**config.mk**
```make
export PLATFORM = sky130hd
export DESIGN_NAME = booth_mul
export DESIGN_NICKNAME = d
export VERILOG_FILES = /design/src/rtl/booth_pkg.sv /design/src/rtl/booth_recoder.sv /design/src/rtl/booth_pp_gen.sv /design/src/rtl/booth_csa_sum.sv /design/src/rtl/booth_mul.sv
export SDC_FILE = /design/constraint.sdc
export NUM_CORES = 1
export LEC_CHECK = 0
export ABC_AREA = 1
export ABC_CLOCK_PERIOD_IN_PS = 6180
export BUFFER_PORTS_ARGS = -buffer_cell sky130_fd_sc_hd__buf_4
export CORE_MARGIN = 10
export CORE_UTILIZATION = 50
export CTS_CLUSTER_DIAMETER = 60
export CTS_CLUSTER_SIZE = 40
export DETAILED_ROUTE_END_ITERATION = 16
export PLACE_DENSITY_LB_ADDON = 0.1
export SLEW_MARGIN = 20
export SYNTH_ARGS = -nofsm -noshare
export SYNTH_HDL_FRONTEND = slang
export SYNTH_SLANG_ARGS = --single-unit
```
**constraint.sdc**
```tcl
create_clock -name clk -period 6.18 [get_ports clk]
set_input_delay 0.618 -clock clk [delete_from_list [all_inputs] [get_ports clk]]
set_output_delay 0.618 -clock clk [all_outputs]
set_load 0.1 [all_outputs]
```
**src/rtl/booth_pkg.sv**
```systemverilog
package booth_pkg;

    // Controls for one radix-4 digit
    typedef struct packed {
        logic neg;   // invert the selected multiple
        logic dbl;   // select 2X instead of X
        logic zro;   // clear the selected multiple
    } digit_ctl_t;

    // Map one overlapping window {y[2k+1], y[2k], y[2k-1]} to controls
    function automatic digit_ctl_t recode_window(input logic [2:0] win);
        digit_ctl_t c;
        c.neg = win[2];
        c.dbl = (win == 3'b011) || (win == 3'b100);
        c.zro = (win == 3'b000) || (win == 3'b111);
        return c;
    endfunction

endpackage

```
**src/rtl/booth_recoder.sv**
```systemverilog
module booth_recoder
    import booth_pkg::*;
#(
    parameter int N = 8
) (
    input  logic [N-1:0]                y_i,
    output digit_ctl_t [N/2:0]          ctl_o
);
    localparam int ND = N/2 + 1;
    localparam int YW = N + 3;

    logic [YW-1:0] y_ext;

    // two zero bits on top (unsigned), implicit y[-1] = 0 at the bottom
    assign y_ext = {2'b00, y_i, 1'b0};

    for (genvar k = 0; k < ND; k++) begin : g_dig
        assign ctl_o[k] = recode_window(y_ext[2*k+2 : 2*k]);
    end

endmodule

```
**src/rtl/booth_pp_gen.sv**
```systemverilog
module booth_pp_gen
    import booth_pkg::*;
#(
    parameter int N = 8
) (
    input  logic [N-1:0]                x_i,
    input  digit_ctl_t [N/2:0]          ctl_i,
    output logic [N/2:0][2*N-1:0]       rows_o
);
    localparam int ND = N/2 + 1;
    localparam int PW = 2*N;
    localparam int MW = N + 1;   // magnitude of 0, X or 2X
    localparam int SW = N + 2;   // with sign bit
    localparam int XW = PW - SW; // sign extension width

    for (genvar k = 0; k < ND; k++) begin : g_row
        logic [MW-1:0] mag;
        logic [SW-1:0] pp;
        logic [PW-1:0] ext;
        logic [PW-1:0] placed;

        always_comb begin
            if (ctl_i[k].zro)
                mag = '0;
            else if (ctl_i[k].dbl)
                mag = {x_i, 1'b0};
            else
                mag = {1'b0, x_i};
            // ones' complement only: the +1 is injected one row up
            pp     = ctl_i[k].neg ? ~{1'b0, mag} : {1'b0, mag};
            ext    = {{XW{pp[SW-1]}}, pp};
            placed = ext << (2*k);
        end

        if (k == 0) begin : g_first
            assign rows_o[k] = placed;
        end else begin : g_hole
            // bit 2(k-1) of this row is always zero after the shift
            assign rows_o[k] = placed | (PW'(ctl_i[k-1].neg) << (2*(k-1)));
        end
    end

endmodule

```
**src/rtl/booth_csa_sum.sv**
```systemverilog
module booth_csa_sum #(
    parameter int N = 8
) (
    input  logic [N/2:0][2*N-1:0] rows_i,
    output logic [2*N-1:0]        sum_o
);
    localparam int ND = N/2 + 1;
    localparam int PW = 2*N;

    logic [PW-1:0] s_acc;
    logic [PW-1:0] c_acc;

    // linear chain of 3:2 compressors, redundant form until the end
    always_comb begin
        logic [PW-1:0] s_n;
        logic [PW-1:0] c_n;
        s_acc = rows_i[0];
        c_acc = '0;
        for (int k = 1; k < ND; k++) begin
            s_n   = s_acc ^ c_acc ^ rows_i[k];
            c_n   = ((s_acc & c_acc) | (s_acc & rows_i[k]) | (c_acc & rows_i[k])) << 1;
            s_acc = s_n;
            c_acc = c_n;
        end
    end

    assign sum_o = s_acc + c_acc;

endmodule

```
**src/rtl/booth_mul.sv**
```systemverilog
module booth_mul
    import booth_pkg::*;
#(
    parameter int N = 8
) (
    input  logic            clk,
    input  logic            rst_n,
    input  logic [N-1:0]    x_i,
    input  logic [N-1:0]    y_i,
    output logic [2*N-1:0]  prod_o
);
    localparam int ND = N/2 + 1;
    localparam int PW = 2*N;

    typedef struct packed {
        logic [PW-1:0] prod;
    } mul_state_t;

    digit_ctl_t [ND-1:0]         dig_ctl;
    logic [ND-1:0][PW-1:0]       pp_rows;
    logic [PW-1:0]               sum_w;
    mul_state_t                  st_d;
    mul_state_t                  st_q;

    booth_recoder #(.N(N)) u_rec (
        .y_i   (y_i),
        .ctl_o (dig_ctl)
    );

    booth_pp_gen #(.N(N)) u_ppg (
        .x_i    (x_i),
        .ctl_i  (dig_ctl),
        .rows_o (pp_rows)
    );

    booth_csa_sum #(.N(N)) u_sum (
        .rows_i (pp_rows),
        .sum_o  (sum_w)
    );

    always_comb begin
        st_d      = st_q;
        st_d.prod = sum_w;
    end

    always_ff @(posedge clk) begin
        if (!rst_n)
            st_q <= '0;
        else
            st_q <= st_d;
    end

    assign prod_o = st_q.prod;

endmodule

```
==> metrics.md <==
| Metric | Value |
|---|---|
| Max Fanout on Critical Path | `12` |
| Post-synthesis compound-gate area fraction | `11.0%` |
| Layout area overhead | `11.0%` |
| Met1 wire length | `3.48 mm` |
| CTS Buf Count | `3` |
| Setup_tns | `0 ns` |
| Post-route ant nets | `0` |
| Pwr Density | `480 nW/um2` |
| Design area | `3280 um2` |
| Share of cells above drive strength 1 | `12.4%` |
| WS Path Type | `primary input to flip-flop` |
| Worst Max-Slew Pin Slew | `0.441 ns` |
| FF+latch count, synth | `16` |
| Clock sinks | `16` |
| Die height | `96.9 um` |
| Status | `complete, no violations` |
| Crit path time final | `4.48 ns` |
| Post-synthesis simple-gate area fraction | `27.6%` |
| Post-synthesis mux area share | `0%` |
| Met2 Routed Length | `3.10 mm` |
| # nets final | `537` |
| Hold Violations, Final | `0` |
| Commonest non-fill, non-tap cell in the layout | `nand2_1` |
| Resized Gates After CTS | `0` |
| Number of max-cap violations | `0` |
| Max Fclk | `223 MHz` |
| Relative slew slack | `70.3%` |
| Fillers | `582` |
| Die extent in x | `96.9 um` |
| Top Metal Used | `met4` |
| First-pass GRT wire length | `12.1 mm` |
| Post-DP Area | `3230 um2` |
| Unique masters post-synth | `35` |
| HP Class | `primary input to flip-flop` |
| Placer Congestion | `0.949` |
| Drt wl/cell | `13.1 um` |
| Max reg flops | `16` |
| Worst-path clk slew | `0.07 ns` |
| Largest net degree at the start of global routing | `26` |
| Crit share post-route | `72.5%` |
| CTS Buffer Depth | `2` |
| WP data required | `6.33 ns` |
| N_diodes | `0` |
| Net Count, Synth | `511` |
| LEAKAGE | `1.80 nW` |
| HPWL after DPL | `5.84 mm` |
| Syn Inst Count | `433` |
| Vias in the first global route | `2617` |
| Antenna violations before repair | `0` |
| Unrepaired setup endpoints after global routing | `no` |
| Worst VDD drop | `245 uV` |
| Xor and xnor fraction of the mapped netlist area | `6.51%` |
| Die ar. | `9400 um2` |
| GRT overflow | `0` |
| Met3 wire length | `284 um` |
| CP Capture Type | `flip-flop` |
| CTS tree | `done` |
| Site row count | `27` |
| Final setup viols | `0` |
| Seq/Total Area, Yosys | `10.8%` |
| All-layer global routing usage | `14.7%` |
| Total power | `1.58 mW` |
| Slew Viols, Final | `0` |
| Total setup buffers inserted after CTS | `0` |
| CTS H-tree depth | `1` |
| Vias per inst | `5.05` |
| Synth warnings | `0` |
| Adder-cell share of the synthesized area | `32.0%` |
| Crit path arrival time | `4.63 ns` |
| IO Pins | `34` |
| Syn Area/Cell | `6.83 um2` |
| Port bufs | `33` |
| Clk root buf | `clkbuf_8` |
| Most frequent cells in the layout | `nand2_1 (120), inv_1 (68), ha_1 (34)` |
| Main combinational cell family by area after synthesis | `adder cells` |
| Number of iterations in the first detailed-routing pass | `4` |
| WL final | `6.94 mm` |
| Initial Util | `52.8%` |
| Cell Area, Synth | `2960 um2` |
| Startpoint Class | `primary input` |
| Cts hold-fix bufs | `0` |
| Drt drc | `0` |
| Core area | `5610 um2` |
| Initial DRC Count | `149` |
| Via count | `2674` |
power breakdown:
part           leakage, nW  total, mW  switching (mW)  internal (mW)
Sequential           0.134      0.154         0.00868          0.146
Clock               0.0288     0.0949          0.0383         0.0565
Combinational         1.63       1.33           0.909          0.418
synthesized netlist by cell type, drive strengths merged:
library cell	n	area [um2]
o22ai	6	43.8
clkbuf	4	15.0
dfxtp	16	320
nand4	2	12.5
nand3b	2	15.0
buf	8	53.8
fa	26	521
xor2	18	158
ha	34	425
o21ai	27	154
nor2	28	115
or2	1	6.26
o211ai	7	52.6
xnor2	4	35.0
inv	73	277
nor3	1	5.00
a21oi	15	75.1
nand2	126	493
clkinv	2	12.5
nand3	33	170
routing by layer:
metal	vias to the layer above	GRT usage, %
met2	54	24.7
met3	4	1.42
met4	0	3.72
met1	1204	19.5
li1	1412	-
met5	-	0
through the flow:
stage	utilization, %	hold slack, ns	std cells	setup WS (ns)
2_1_floorplan	-	0.738	433	1.99
3_3_place_gp	57.6	0.950	526	1.52
3_5_place_dp	57.6	0.951	526	1.44
4_1_cts	58.5	0.681	530	1.71
5_1_grt	58.5	0.691	530	1.38
6_report	58.5	0.683	530	1.70
logic make-up (layout without fill, tap and decap cells):
family | Yosys count | after routing
AND/OR/NAND/NOR | 193 | 193
buffers and inverters | 87 | 112
flip-flops | 16 | 16
XOR/XNOR | 22 | 22
adder cells (fa/ha/maj) | 60 | 60
AO/OA/AOI/OAI | 55 | 55
layout make-up:
type	instances	area (um2)	share of cell area [%]
multi-input combinational	330	2280	69.5
sequential	16	320	9.76
inverter	75	289	8.80
timing repair buffer	33	248	7.55
tap	72	90.1	2.74
clock buffer	4	55.1	1.68
path summary, 6_finish.rpt:
| check | from | endpoint | slack (ns) | cells past startpoint |
|---|---|---|---|---|
| max | y_i[3] | prod_o[10] | 1.70 | 20 |
| min | rst_n | prod_o[1] | 0.68 | 3 |
worst max-delay path: stages:
cell	delay, ns
buf_4	0.16
inv_2	0.23
nand3_2	0.14
nand2_2	0.17
inv_2	0.10
nand2_1	0.07
nand3_1	0.08
xor2_1	0.17
ha_1	0.34
fa_1	0.57
fa_1	0.42
ha_1	0.30
ha_1	0.24
fa_1	0.45
nand3_1	0.11
nand3_1	0.13
a21oi_1	0.19
nand2_1	0.07
nand2_1	0.05
nor2_1	0.04
Power figures use the tool's default switching activity.
